--- src/rtl/rc_pkg.sv ---
package rc_pkg;
    typedef enum logic [1:0] {
        MODE_ONES   = 2'd0,
        MODE_TRANS  = 2'd1,
        MODE_PARITY = 2'd2,
        MODE_SIG    = 2'd3
    } rc_mode_t;

    typedef enum logic [1:0] {
        ST_EMPTY  = 2'd0,
        ST_ACTIVE = 2'd1,
        ST_HELD   = 2'd2
    } rc_state_t;
endpackage

--- src/rtl/rc_ctrl.sv ---
module rc_ctrl
    import rc_pkg::*;
(
    input  logic clk,
    input  logic rst_n,
    input  logic clear,
    input  logic enable,
    input  logic finish,
    input  logic match,
    output logic acc_en,
    output logic first_bit,
    output logic pass
);
    rc_state_t st_q, st_d;

    // next-state logic
    always_comb begin
        st_d = st_q;
        unique case (st_q)
            ST_EMPTY: begin
                if (finish)      st_d = ST_HELD;
                else if (enable) st_d = ST_ACTIVE;
            end
            ST_ACTIVE: begin
                if (finish) st_d = ST_HELD;
            end
            ST_HELD: st_d = ST_HELD;
            default: st_d = ST_EMPTY;
        endcase
        if (clear) st_d = ST_EMPTY;
    end

    always_ff @(posedge clk or negedge rst_n) begin
        if (!rst_n) st_q <= ST_EMPTY;
        else        st_q <= st_d;
    end

    // outputs
    always_comb begin
        acc_en    = enable && !finish && !clear && (st_q != ST_HELD);
        first_bit = (st_q == ST_EMPTY);
    end

    always_ff @(posedge clk or negedge rst_n) begin
        if (!rst_n)                         pass <= 1'b0;
        else if (clear)                     pass <= 1'b0;
        else if (finish && st_q != ST_HELD) pass <= match;
    end

    assert_clear_empties_R1: assert property (@(posedge clk) disable iff (!rst_n)
        clear |=> (st_q == ST_EMPTY) && !pass);
    assert_held_verdict_R8: assert property (@(posedge clk) disable iff (!rst_n)
        (st_q == ST_HELD) && !clear |=> $stable(pass));
    assert_no_accept_in_held_R8: assert property (@(posedge clk) disable iff (!rst_n)
        (st_q == ST_HELD) |-> !acc_en);
endmodule

--- src/rtl/rc_sat_counter.sv ---
module rc_sat_counter #(
    parameter int W = 16
) (
    input  logic         clk,
    input  logic         rst_n,
    input  logic         clear,
    input  logic         inc,
    output logic [W-1:0] count
);
    localparam logic [W-1:0] TOP = {W{1'b1}};

    always_ff @(posedge clk or negedge rst_n) begin
        if (!rst_n)                    count <= '0;
        else if (clear)                count <= '0;
        else if (inc && count != TOP)  count <= count + 1'b1;
    end

    assert_no_overflow_R6: assert property (@(posedge clk) disable iff (!rst_n)
        (count == TOP) && !clear |=> count == TOP);
    assert_clear_zero_R1: assert property (@(posedge clk) disable iff (!rst_n)
        clear |=> count == '0);
endmodule

--- src/rtl/rc_lfsr.sv ---
module rc_lfsr #(
    parameter int          W    = 16,
    parameter logic [W-1:0] TAPS = 16'h1021
) (
    input  logic         clk,
    input  logic         rst_n,
    input  logic         clear,
    input  logic         shift,
    input  logic         din,
    output logic [W-1:0] sig
);
    logic fb;
    logic [W-1:0] nxt;

    always_comb begin
        fb  = sig[W-1] ^ din;
        nxt = {sig[W-2:0], 1'b0} ^ (fb ? TAPS : '0);
    end

    always_ff @(posedge clk or negedge rst_n) begin
        if (!rst_n)     sig <= '0;
        else if (clear) sig <= '0;
        else if (shift) sig <= nxt;
    end

    assert_idle_hold_R10: assert property (@(posedge clk) disable iff (!rst_n)
        !shift && !clear |=> $stable(sig));
endmodule

--- src/rtl/resp_compactor.sv ---
module resp_compactor
    import rc_pkg::*;
#(
    parameter int              SIG_W = 16,
    parameter logic [SIG_W-1:0] TAPS  = 16'h1021
) (
    input  logic             clk,
    input  logic             rst_n,
    input  logic             clear,
    input  logic             enable,
    input  logic             resp_bit,
    input  logic [1:0]       mode,
    input  logic [SIG_W-1:0] golden,
    input  logic             finish,
    output logic [SIG_W-1:0] signature,
    output logic             pass
);
    localparam int NCNT = 2;

    logic acc_en, first_bit, match;
    logic prev_q, par_q;
    logic [NCNT-1:0] cnt_inc;
    logic [SIG_W-1:0] cnt_val [NCNT];
    logic [SIG_W-1:0] lfsr_val;
    rc_mode_t sel;

    rc_ctrl u_ctrl (
        .clk(clk), .rst_n(rst_n), .clear(clear), .enable(enable),
        .finish(finish), .match(match), .acc_en(acc_en),
        .first_bit(first_bit), .pass(pass)
    );

    assign cnt_inc[0] = acc_en && resp_bit;
    assign cnt_inc[1] = acc_en && !first_bit && (resp_bit != prev_q);

    for (genvar g = 0; g < NCNT; g++) begin : g_cnt
        rc_sat_counter #(.W(SIG_W)) u_cnt (
            .clk(clk), .rst_n(rst_n), .clear(clear),
            .inc(cnt_inc[g]), .count(cnt_val[g])
        );
    end

    rc_lfsr #(.W(SIG_W), .TAPS(TAPS)) u_lfsr (
        .clk(clk), .rst_n(rst_n), .clear(clear), .shift(acc_en),
        .din(resp_bit), .sig(lfsr_val)
    );

    always_ff @(posedge clk or negedge rst_n) begin
        if (!rst_n) begin
            prev_q <= 1'b0;
            par_q  <= 1'b0;
        end else if (clear) begin
            prev_q <= 1'b0;
            par_q  <= 1'b0;
        end else if (acc_en) begin
            prev_q <= resp_bit;
            par_q  <= par_q ^ resp_bit;
        end
    end

    always_comb begin
        sel = rc_mode_t'(mode);
        unique case (sel)
            MODE_ONES:   signature = cnt_val[0];
            MODE_TRANS:  signature = cnt_val[1];
            MODE_PARITY: signature = {{(SIG_W-1){1'b0}}, par_q};
            MODE_SIG:    signature = lfsr_val;
            default:     signature = '0;
        endcase
        match = (signature == golden);
    end

    assert_parity_flip_R4: assert property (@(posedge clk) disable iff (!rst_n)
        acc_en && resp_bit |=> par_q != $past(par_q));
    assert_zero_keeps_ones_R2: assert property (@(posedge clk) disable iff (!rst_n)
        acc_en && !resp_bit |=> $stable(cnt_val[0]));
    assert_first_not_counted_R3: assert property (@(posedge clk) disable iff (!rst_n)
        acc_en && first_bit |=> $stable(cnt_val[1]));
    assert_finish_blocks_bit_R7: assert property (@(posedge clk) disable iff (!rst_n)
        finish && !clear |=> $stable(lfsr_val));
endmodule

--- config.mk ---
export PLATFORM = sky130hd
export DESIGN_NAME = resp_compactor
export DESIGN_NICKNAME = d
export VERILOG_FILES = /design/src/rtl/rc_pkg.sv /design/src/rtl/rc_ctrl.sv /design/src/rtl/rc_sat_counter.sv /design/src/rtl/rc_lfsr.sv /design/src/rtl/resp_compactor.sv
export SDC_FILE = /design/constraint.sdc
export NUM_CORES = 1
export LEC_CHECK = 0
export BUFFER_PORTS_ARGS = -buffer_cell sky130_fd_sc_hd__buf_2
export CAP_MARGIN = 20
export CORE_ASPECT_RATIO = 1.25
export CORE_MARGIN = 2
export CORE_UTILIZATION = 50
export DETAILED_ROUTE_END_ITERATION = 8
export PLACE_DENSITY_LB_ADDON = 0.05
export SLEW_MARGIN = 5
export SYNTH_ARGS = -nofsm -noshare
export SYNTH_HDL_FRONTEND = slang
export SYNTH_HIERARCHICAL = 1
export SYNTH_SLANG_ARGS = --single-unit
--- constraint.sdc ---
create_clock -name clk -period 3.5 [get_ports clk]
set_clock_uncertainty 0.2 [all_clocks]
set_input_delay 0 -clock clk [delete_from_list [all_inputs] [get_ports clk]]
set_output_delay 0 -clock clk [all_outputs]
set_load 0.03 [all_outputs]
# == Word level (Yosys, flattened, before mapping) ==
# Index checks and enable logic that the tools add are counted.
# totals
regBits,53
in_bits,24
output_inout_bits,17
# classes
eq_ne,12
reduce_logical,19
add_sub_neg,2
n_bitwise,3
mux,19
# op_table
operator,n
two-way mux 16 bit,6
case mux 16 bit (4 select lines),1
"adder 16 x 1 -> 16 bit, second input constant",2
"inequality test 16 bit, second input constant",2
== test 16 bit,1
XOR 16 bit,1
two-way mux 13 bit,1
logical AND 1 bit,9
two-way mux 2 bit,4
nonzero test 2 bit,4
"== test 2 bit, second input constant",3
two-way mux 1 bit,6
case mux 2 bit (3 select lines),1
"== test 2 x 1 -> 1 bit, second input constant",2
zero test 2 bit,2
"inequality test 4 bit, second input constant",1
zero test 1 bit,3
"inequality test 3 bit, second input constant",1
"inequality test 2 bit, second input constant",1
AND reduction 2 bit,1
XOR 1 bit,2
inequality test 1 bit,1

# == Depth between registers and ports, before layout ==
# Gate-level depths: netlist (run 1).
# logic_depth
depth_word,9
depth_mapped,10
depth_no_buf,8

# == Modules after synthesis ==
# Netlist (run 1), hierarchy kept.
# by_module_without_submodules
mod,instances,area_each_um2,cells_each,seq_area_each_um2
rc_sat_counter,2,942.2,98,400.4
resp_compactor,1,865.8,113,50.0
rc_lfsr,1,688.2,58,400.4
rc_ctrl,1,216.5,23,75.1

# == Worst setup path after synthesis (run 1) ==
# No wires, ideal clock.
# synth_path
kind,register -> register
from,reg u_ctrl.st_q[0]
to,reg g_cnt[1].u_cnt.count[3]
slack_ps,630
n_path_buf,1
arrival_time_ps,2592
synth_period_minus_slack_ps,2870
stages_incl_launch_ff,9
t_required_ps,3222
path_cell_list,dfrtp_1 inv_1 ha_1 nor4b_1 nor3b_1 inv_1 clkbuf_1 or4_2 a21oi_1
# synth_via
elab_chain_cells,6
elab_cells_between_ends,8
cone_classes,eq/ne: 1; reduce/logical: 7
# synth_lines
item,line_no,rtl
"start, declared",rc_ctrl.sv:14,"rc_state_t st_q, st_d;"
"start signal, assigned",rc_ctrl.sv:35,else st_q <= st_d;
inequality test 2 bit,rc_ctrl.sv:40,acc_en = enable && !finish && !clear && (st_q != ST_HELD);
logical AND 1 bit,rc_ctrl.sv:40,
named net acc_en,resp_compactor.sv:20,"logic acc_en, first_bit, match;"
logical AND 1 bit (2 in series),resp_compactor.sv:34,assign cnt_inc[1] = acc_en && !first_bit && (resp_bit != prev_q);
named net cnt_inc[1],resp_compactor.sv:22,logic [NCNT-1:0] cnt_inc;
logical AND 1 bit,rc_sat_counter.sv:15,else if (inc && count != TOP) count <= count + 1'b1;
nonzero test 2 bit (no line),-,
"end signal, assigned",rc_sat_counter.sv:15,
"end, declared",rc_sat_counter.sv:8,output logic [W-1:0] count
# The timed path passes the listed nets, and every way through them passes these cells.
# A chain may end at the register's enable or synchronous reset.

# == Worst setup path in the final report (run 1) ==
# Ends and elaborated chain as after synthesis.

==> results.json, run 1 <==
{
  "initial_core_util": 0.521,
  "clock-root-buffer": "clkbuf_8",
  "combPwrFrac": 0.132,
  "layout_commonest_cell": "dfrtp_1",
  "numCtsBuffers": 5,
  "start_kind": "register",
  "fin_tns_setup_ns": 0,
  "hold_path.class": "primary input to register",
  "fp.dieH_um": 99.6,
  "power_frac_seq": 0.553,
  "p_int_mw": 0.818,
  "placed_cell_area_um2": 3910,
  "r2r_start": "u_ctrl/st_q[0]$_DFFE_PN0P_",
  "period_needed_ns": 2.93,
  "clk_path_buf_depth": 2,
  "cp_data_required_time_ns": 3.54,
  "p_per_area_nw_per_um2": 278,
  "syn_nets": 420,
  "path_clk_slew_ns": 0.10,
  "power.share.clock": 0.315,
  "dp_hpwl_mm": 6.94,
  "p_sw_mw": 0.311,
  "dieArea_um2": 8010,
  "track_usage": 0.256,
  "clock_latency_ns": 0.31,
  "finalCritPeriodShare": 0.836,
  "grt_max_degree": 67,
  "first_pass_iters": 5,
  "hold_viol": 0,
  "synth-seq-cells": 53,
  "synth-async-reset-ratio": 1.00,
  "grt_pass1_vias": 3175,
  "drtIter0Drc": 225,
  "max_freq_ghz": 0.342,
  "ys_seq_area_frac": 0.363,
  "timing_worst_setup_path_type": "register to register",
  "cts.htree.levels": 2,
  "finish.net_count": 460,
  "slowest_stage": "or4_2",
  "wire_per_inst_um": 18.4,
  "cp_common_cell": "inv_1",
  "cts.sinks": 53,
  "cap_violations": 0,
  "vias": 3177,
  "irDropWorstVdd_mv": 0.188,
  "fin_area_um2": 4060,
  "p_sw_frac": 0.275,
  "fin_cells": 521,
  "seqCellArea_um2": 1330,
  "dp.cells": 507,
  "crit_chain": "inv_1 -> ha_1 -> nor4b_2 -> nor3b_1 -> buf_4 -> inv_1 -> or4_2 -> a21oi_1",
  "p_total_mw": 1.13,
  "hold_start": "clear",
  "fillers": 657,
  "ys_warn_count": 6,
  "syn_to_final_growth_pct": 11.0,
  "hold_end": "par_q$_DFFE_PN0P_",
  "setup_viol": 0,
  "antenna_found_initial": 0,
  "slew_headroom": 0.372,
  "holdPathStages": 5,
  "final_cell_mix": "dfrtp_1, buf_2, nor2_1",
  "rrSetupSlack_ns": 0.57,
  "slew_violations": 0,
  "port_buffers": 40,
  "grt_pass1_wl_mm": 16.1,
  "ios": 41,
  "worstMarginPinSlew_ns": 0.936,
  "wl_mm": 9.58,
  "path_max_fanout": 22,
  "slowest_delay_ns": 0.72,
  "crit_path_end_kind": "register",
  "ant_nets": 0,
  "synth_edf_count": 0,
  "rr_endpoint": "g_cnt[1].u_cnt/count[3]$_DFFE_PN0P_",
  "place_congestion": 0.855,
  "leakagePower_nw": 1.70,
  "multi_input_area_um2": 2160,
  "avgSynthCellArea_um2": 9.37,
  "core_area_um2": 7020,
  "syn-instance-count": 390,
  "rsz0062_at_grt": "no",
  "outcome": "complete, no violations",
  "tritoncts": "built",
  "fin_ws_ns": 0.574,
  "rows": 34,
  "netlist_area_um2": 3650,
  "arrival_ns": 2.96,
  "synth_cell_types": 55,
  "final_util": 0.578,
  "drive_gt1_frac": 0.195,
  "yosys_most_used_dff": "dfrtp_1",
  "post-cts-setup-buffers": 0,
  "die_x_um": 80.5,
  "grt_overflow_total": 0,
  "r2r_cells": 8,
  "antenna_cells": 0,
  "whs_ns": 0.0118,
  "via_per_inst": 6.10,
  "dp_slack_ns": 0.578,
  "remaining_drc_errors": 0
}
-- critical path: cells and delay by family (launching register included) --
kind	cells	cell delay, ns
and+or+nand+nor	3	1.39
DFF	1	0.40
adders and majority gates	1	0.21
AOI/OAI and AO/OA	1	0.16
buffers and inverters	3	0.49
-- power by group through the flow --
stage	Sequential, mW	Combinational [mW]	Clock [mW]
after floorplan	0.635	0.0901	0
after global placement	0.636	0.142	0
after detailed placement	0.637	0.144	0
after CTS	0.625	0.150	0.366
after global routing	0.626	0.167	0.390
final	0.625	0.149	0.355
-- worst max path at each step --
| stage | start | end | slack, ns | depth (start not counted) |
|---|---|---|---|---|
| floorplan | u_ctrl/st_q[0]$_DFFE_PN0P_ | g_cnt[1].u_cnt/count[3]$_DFFE_PN0P_ | 0.63 | 8 |
| global placement | u_ctrl/st_q[0]$_DFFE_PN0P_ | g_cnt[1].u_cnt/count[3]$_DFFE_PN0P_ | 0.60 | 8 |
| detailed placement | u_ctrl/st_q[0]$_DFFE_PN0P_ | g_cnt[1].u_cnt/count[3]$_DFFE_PN0P_ | 0.58 | 8 |
| CTS | u_ctrl/st_q[0]$_DFFE_PN0P_ | g_cnt[1].u_cnt/count[3]$_DFFE_PN0P_ | 0.55 | 8 |
| global route | u_ctrl/st_q[0]$_DFFE_PN0P_ | g_cnt[1].u_cnt/count[3]$_DFFE_PN0P_ | 0.40 | 8 |
| finish | u_ctrl/st_q[0]$_DFFE_PN0P_ | g_cnt[1].u_cnt/count[3]$_DFFE_PN0P_ | 0.57 | 8 |
-- area by class of cell --
cell class                 count  area share
clock buffer                   6      0.0179
clock inverter                 2     0.00370
inverter                      17      0.0157
multi-input combinational    301       0.533
sequential                    53       0.327
tap                           90      0.0278
timing repair buffer          52      0.0753
-- flip-flops by register name (all words and copies together) (netlist names) --
name,count
g_cnt.u_cnt/count,32
u_ctrl/pass,1
u_lfsr/sig,16
u_ctrl/st_q,2
prev_q,1
par_q,1
-- Yosys cell counts (10+ instances only) --
| cell | instances | area [µm²] |
|---|---|---|
| dfrtp_1 | 53 | 1330 |
| nor2_1 | 30 | 113 |
| a21oi_1 | 27 | 135 |
| nand2_1 | 23 | 86.3 |
| mux2i_1 | 21 | 210 |
| inv_1 | 16 | 60.1 |
| o21ai_0 | 14 | 70.1 |
| o31ai_1 | 14 | 105 |
| xnor2_1 | 14 | 123 |
| nand4_1 | 13 | 81.3 |
| clkbuf_1 | 11 | 41.3 |
| nand2b_1 | 11 | 68.8 |
| nor4_1 | 10 | 62.6 |
| or4_1 | 10 | 75.1 |
-- logic make-up after synthesis --
kind of cell	Yosys count	share of synthesized area
and+or+nand+nor	151	0.249
AOI/OAI and AO/OA	85	0.154
DFF	53	0.363
muxes	40	0.120
buffers and inverters	36	0.0476
xor gates and xnor gates	19	0.0455
adders and majority gates	6	0.0205
-- what timing repair did --
action	CTS	global route
resized for setup	0	0
hold buffers	6	0
endpoints found under the hold margin	36	0
-- per-layer routing --
layer  global-route usage  vias up  part of all wire
met5                    0        -                 0
met2                0.444       70              0.51
met4               0.0639        0             0.017
met1                0.339     1556              0.43
met3               0.0272       14             0.035
li1                     -     1537                 -
(Power assumes the default switching activity.)
==> run 2, diff against run 1 <==
- ABC_AREA: default -> 1
- clock period: 3.5 -> 2.7 ns (I/O delays scaled with it)
==> run 2 against run 1 <==
Final cell count rose by 45%. Sequential power rose by 30%. Register-to-register slack got worse by 0.29 ns. Largest power group unchanged. Core utilization decreased by 0.48 points. Clock-buffer cell count shrank 1.
==> results.json, run 2 <==
{
  "top_register": "g_cnt.u_cnt/count",
  "period_needed_ns": 2.42,
  "p_total_mw": 1.59,
  "finalCritPeriodShare": 0.897,
  "muxShareOfSynthArea": 0,
  "tritoncts": "built",
  "core_area_um2": 7790,
  "synthXorXnorAreaFrac": 0.0240,
  "crit_path_end_kind": "register",
  "path_buf_inv": 1,
  "start_kind": "register",
  "leakagePower_nw": 2.34,
  "post-cts-setup-buffers": 0,
  "largest_reg_flops": 32,
  "dp_hpwl_mm": 7.68,
  "final_util": 0.573,
  "whs_ns": 0.0170,
  "numCtsBuffers": 5,
  "avgSynthCellArea_um2": 6.60,
  "ys_warn_count": 6,
  "first_pass_iters": 4,
  "rsz0062_at_grt": "no",
  "fin_tns_setup_ns": 0,
  "ys_seq_area_frac": 0.330,
  "via_per_inst": 5.14,
  "dp.cells": 737,
  "cap_violations": 0,
  "syn_nets": 639,
  "vias": 3878,
  "ant_nets": 0,
  "irDropWorstVdd_mv": 0.255,
  "synth-async-reset-ratio": 1.00,
  "grt_max_degree": 31,
  "arrival_ns": 2.48,
  "wire_per_inst_um": 13.2,
  "synth_edf_count": 0,
  "slew_violations": 0,
  "synth_compound_area_frac": 0.0756,
  "path_max_fanout": 7,
  "port_buffers": 40,
  "setup_viol": 0,
  "grt_overflow_total": 0,
  "path_clk_slew_ns": 0.11,
  "seqCellArea_um2": 1330,
  "rows": 36,
  "grt_pass1_vias": 3753,
  "drive_gt1_frac": 0.149,
  "layout_commonest_cell": "nand2_1",
  "drtIter0Drc": 208,
  "hold_path.class": "primary input to asynchronous set/reset pin",
  "wl_mm": 9.98,
  "synthSimpleGateAreaFrac": 0.418,
  "yosys_most_used_dff": "dfrtp_1",
  "track_usage": 0.239,
  "slowest_stage": "dlygate4sd3_1",
  "cp_common_cell": "nor2_1",
  "cpLargestDelayFamily": "simple AND/OR/NAND/NOR gates",
  "place_congestion": 0.853,
  "antenna_found_initial": 0,
  "outcome": "complete, no violations",
  "antenna_cells": 0,
  "synth_area_leader_cell": "dfrtp_1",
  "netlist_area_um2": 4020,
  "grt_pass1_wl_mm": 17.3,
  "remaining_drc_errors": 0,
  "initial_core_util": 0.516,
  "fp.dieH_um": 104,
  "fillers": 772,
  "max_freq_ghz": 0.413,
  "clock_latency_ns": 0.31,
  "crit_chain": "o21ai_0 -> nand2_1 -> nand3b_1 -> nand3_1 -> nor2_1 -> nand2_1 -> nor2_1 -> o21bai_1 -> nor2_1 -> dlygate4sd3_1",
  "synth_top_family_by_area": "simple AND/OR/NAND/NOR gates",
  "timing_worst_setup_path_type": "register to register",
  "cp_data_required_time_ns": 2.76,
  "hold_viol": 0,
  "worstMarginPinSlew_ns": 0.604,
  "final_cell_mix": "nand2_1, inv_1, dfrtp_1",
  "p_per_area_nw_per_um2": 356,
  "syn_to_final_growth_pct": 11.1,
  "slew_headroom": 0.597,
  "multi_input_area_um2": 2160,
  "synth_fa_ha_area_frac": 0.0187,
  "reg_top3": "g_cnt.u_cnt/count x32, u_lfsr/sig x16, u_ctrl/st_q x2",
  "clock-root-buffer": "clkbuf_8",
  "cts.sinks": 53,
  "clk_path_buf_depth": 2,
  "synth.area.top_cells": "dfrtp_1, nand2_1, inv_1",
  "yosysMostFrequentCell": "nand2_1",
  "cts.htree.levels": 2,
  "die_x_um": 84.2,
  "synth.top_cell.area_share": 0.330,
  "synth_cell_types": 32,
  "ios": 41,
  "fin_cells": 754,
  "syn-instance-count": 609,
  "synth-seq-cells": 53,
  "dieArea_um2": 8780,
  "slowest_delay_ns": 0.55,
  "synth_top_cells_by_count": "nand2_1, inv_1, dfrtp_1",
  "finish.net_count": 688
}
==> run 2: cell families (layout without fill, tap and decap cells) <==
group / Yosys count / in the layout
AO/OA/AOI/OAI: 38 / 38
XOR/XNOR: 11 / 11
adder cells (fa/ha/maj): 6 / 6
buffers and inverters: 125 / 175
flip-flops: 53 / 53
AND/OR/NAND/NOR: 376 / 376
==> run 2: what timing repair did <==
item                                    in CTS  in global routing
endpoints found under the hold margin       64                  0
hold buffers                                 9                  0
endpoints found under the setup margin       0                  9
resized for setup                            0                  1
==> run 2: per-layer routing <==
layer / track usage / part of all wire / wire [µm] / up-vias
met4: 0.0461 / 0.0084 / 84 / 0
li1: - / - / - / 1976
met3: 0.0262 / 0.032 / 320 / 9
met1: 0.298 / 0.43 / 4280 / 1826
met2: 0.442 / 0.53 / 5300 / 67
met5: 0 / 0 / 0 / -
==> run 2: path summary, 6_finish.rpt <==
kind / start / endpoint / slack, ns / cells past startpoint
setup / recovery: g_cnt[1].u_cnt/count[7]$_DFFE_PN0P_ / u_ctrl/pass$_DFFE_PN0P_ / 0.28 / 10
hold / removal: rst_n / g_cnt[0].u_cnt/count[5]$_DFFE_PN0P_ / 0.02 / 2
setup reg to reg: g_cnt[1].u_cnt/count[7]$_DFFE_PN0P_ / u_ctrl/pass$_DFFE_PN0P_ / 0.28 / 10
hold reg to reg: u_lfsr/sig[5]$_DFFE_PN0P_ / u_lfsr/sig[5]$_DFFE_PN0P_ / 0.34 / 2
max in group asynchronous: rst_n / g_cnt[0].u_cnt/count[10]$_DFFE_PN0P_ / 1.69 / 3
min in group clk: u_lfsr/sig[5]$_DFFE_PN0P_ / u_lfsr/sig[5]$_DFFE_PN0P_ / 0.34 / 2
==> run 2: metrics by stage <==
stage,worst slack [ns],instance area (µm²)
final,0.279,4470
after global routing,0.0346,4470
after CTS,0.286,4460
after detailed placement,0.319,4280
after global placement,0.392,4280
after floorplan,0.215,4020
==> run 2: final cells by class <==
cell class,instances,share of cell area
Tap cell,95,0.0266
Multi-Input combinational cell,431,0.484
Sequential cell,53,0.297
Clock buffer,5,0.0154
Inverter,113,0.0961
Timing Repair Buffer,54,0.0762
Clock inverter,3,0.00476
==> run 2: power breakdown <==
part	total [mW]	switching [mW]	internal, mW
sequential	0.812	0.00905	0.803
combinational	0.306	0.209	0.0970
clock	0.473	0.288	0.185
total	1.59	0.507	1.08
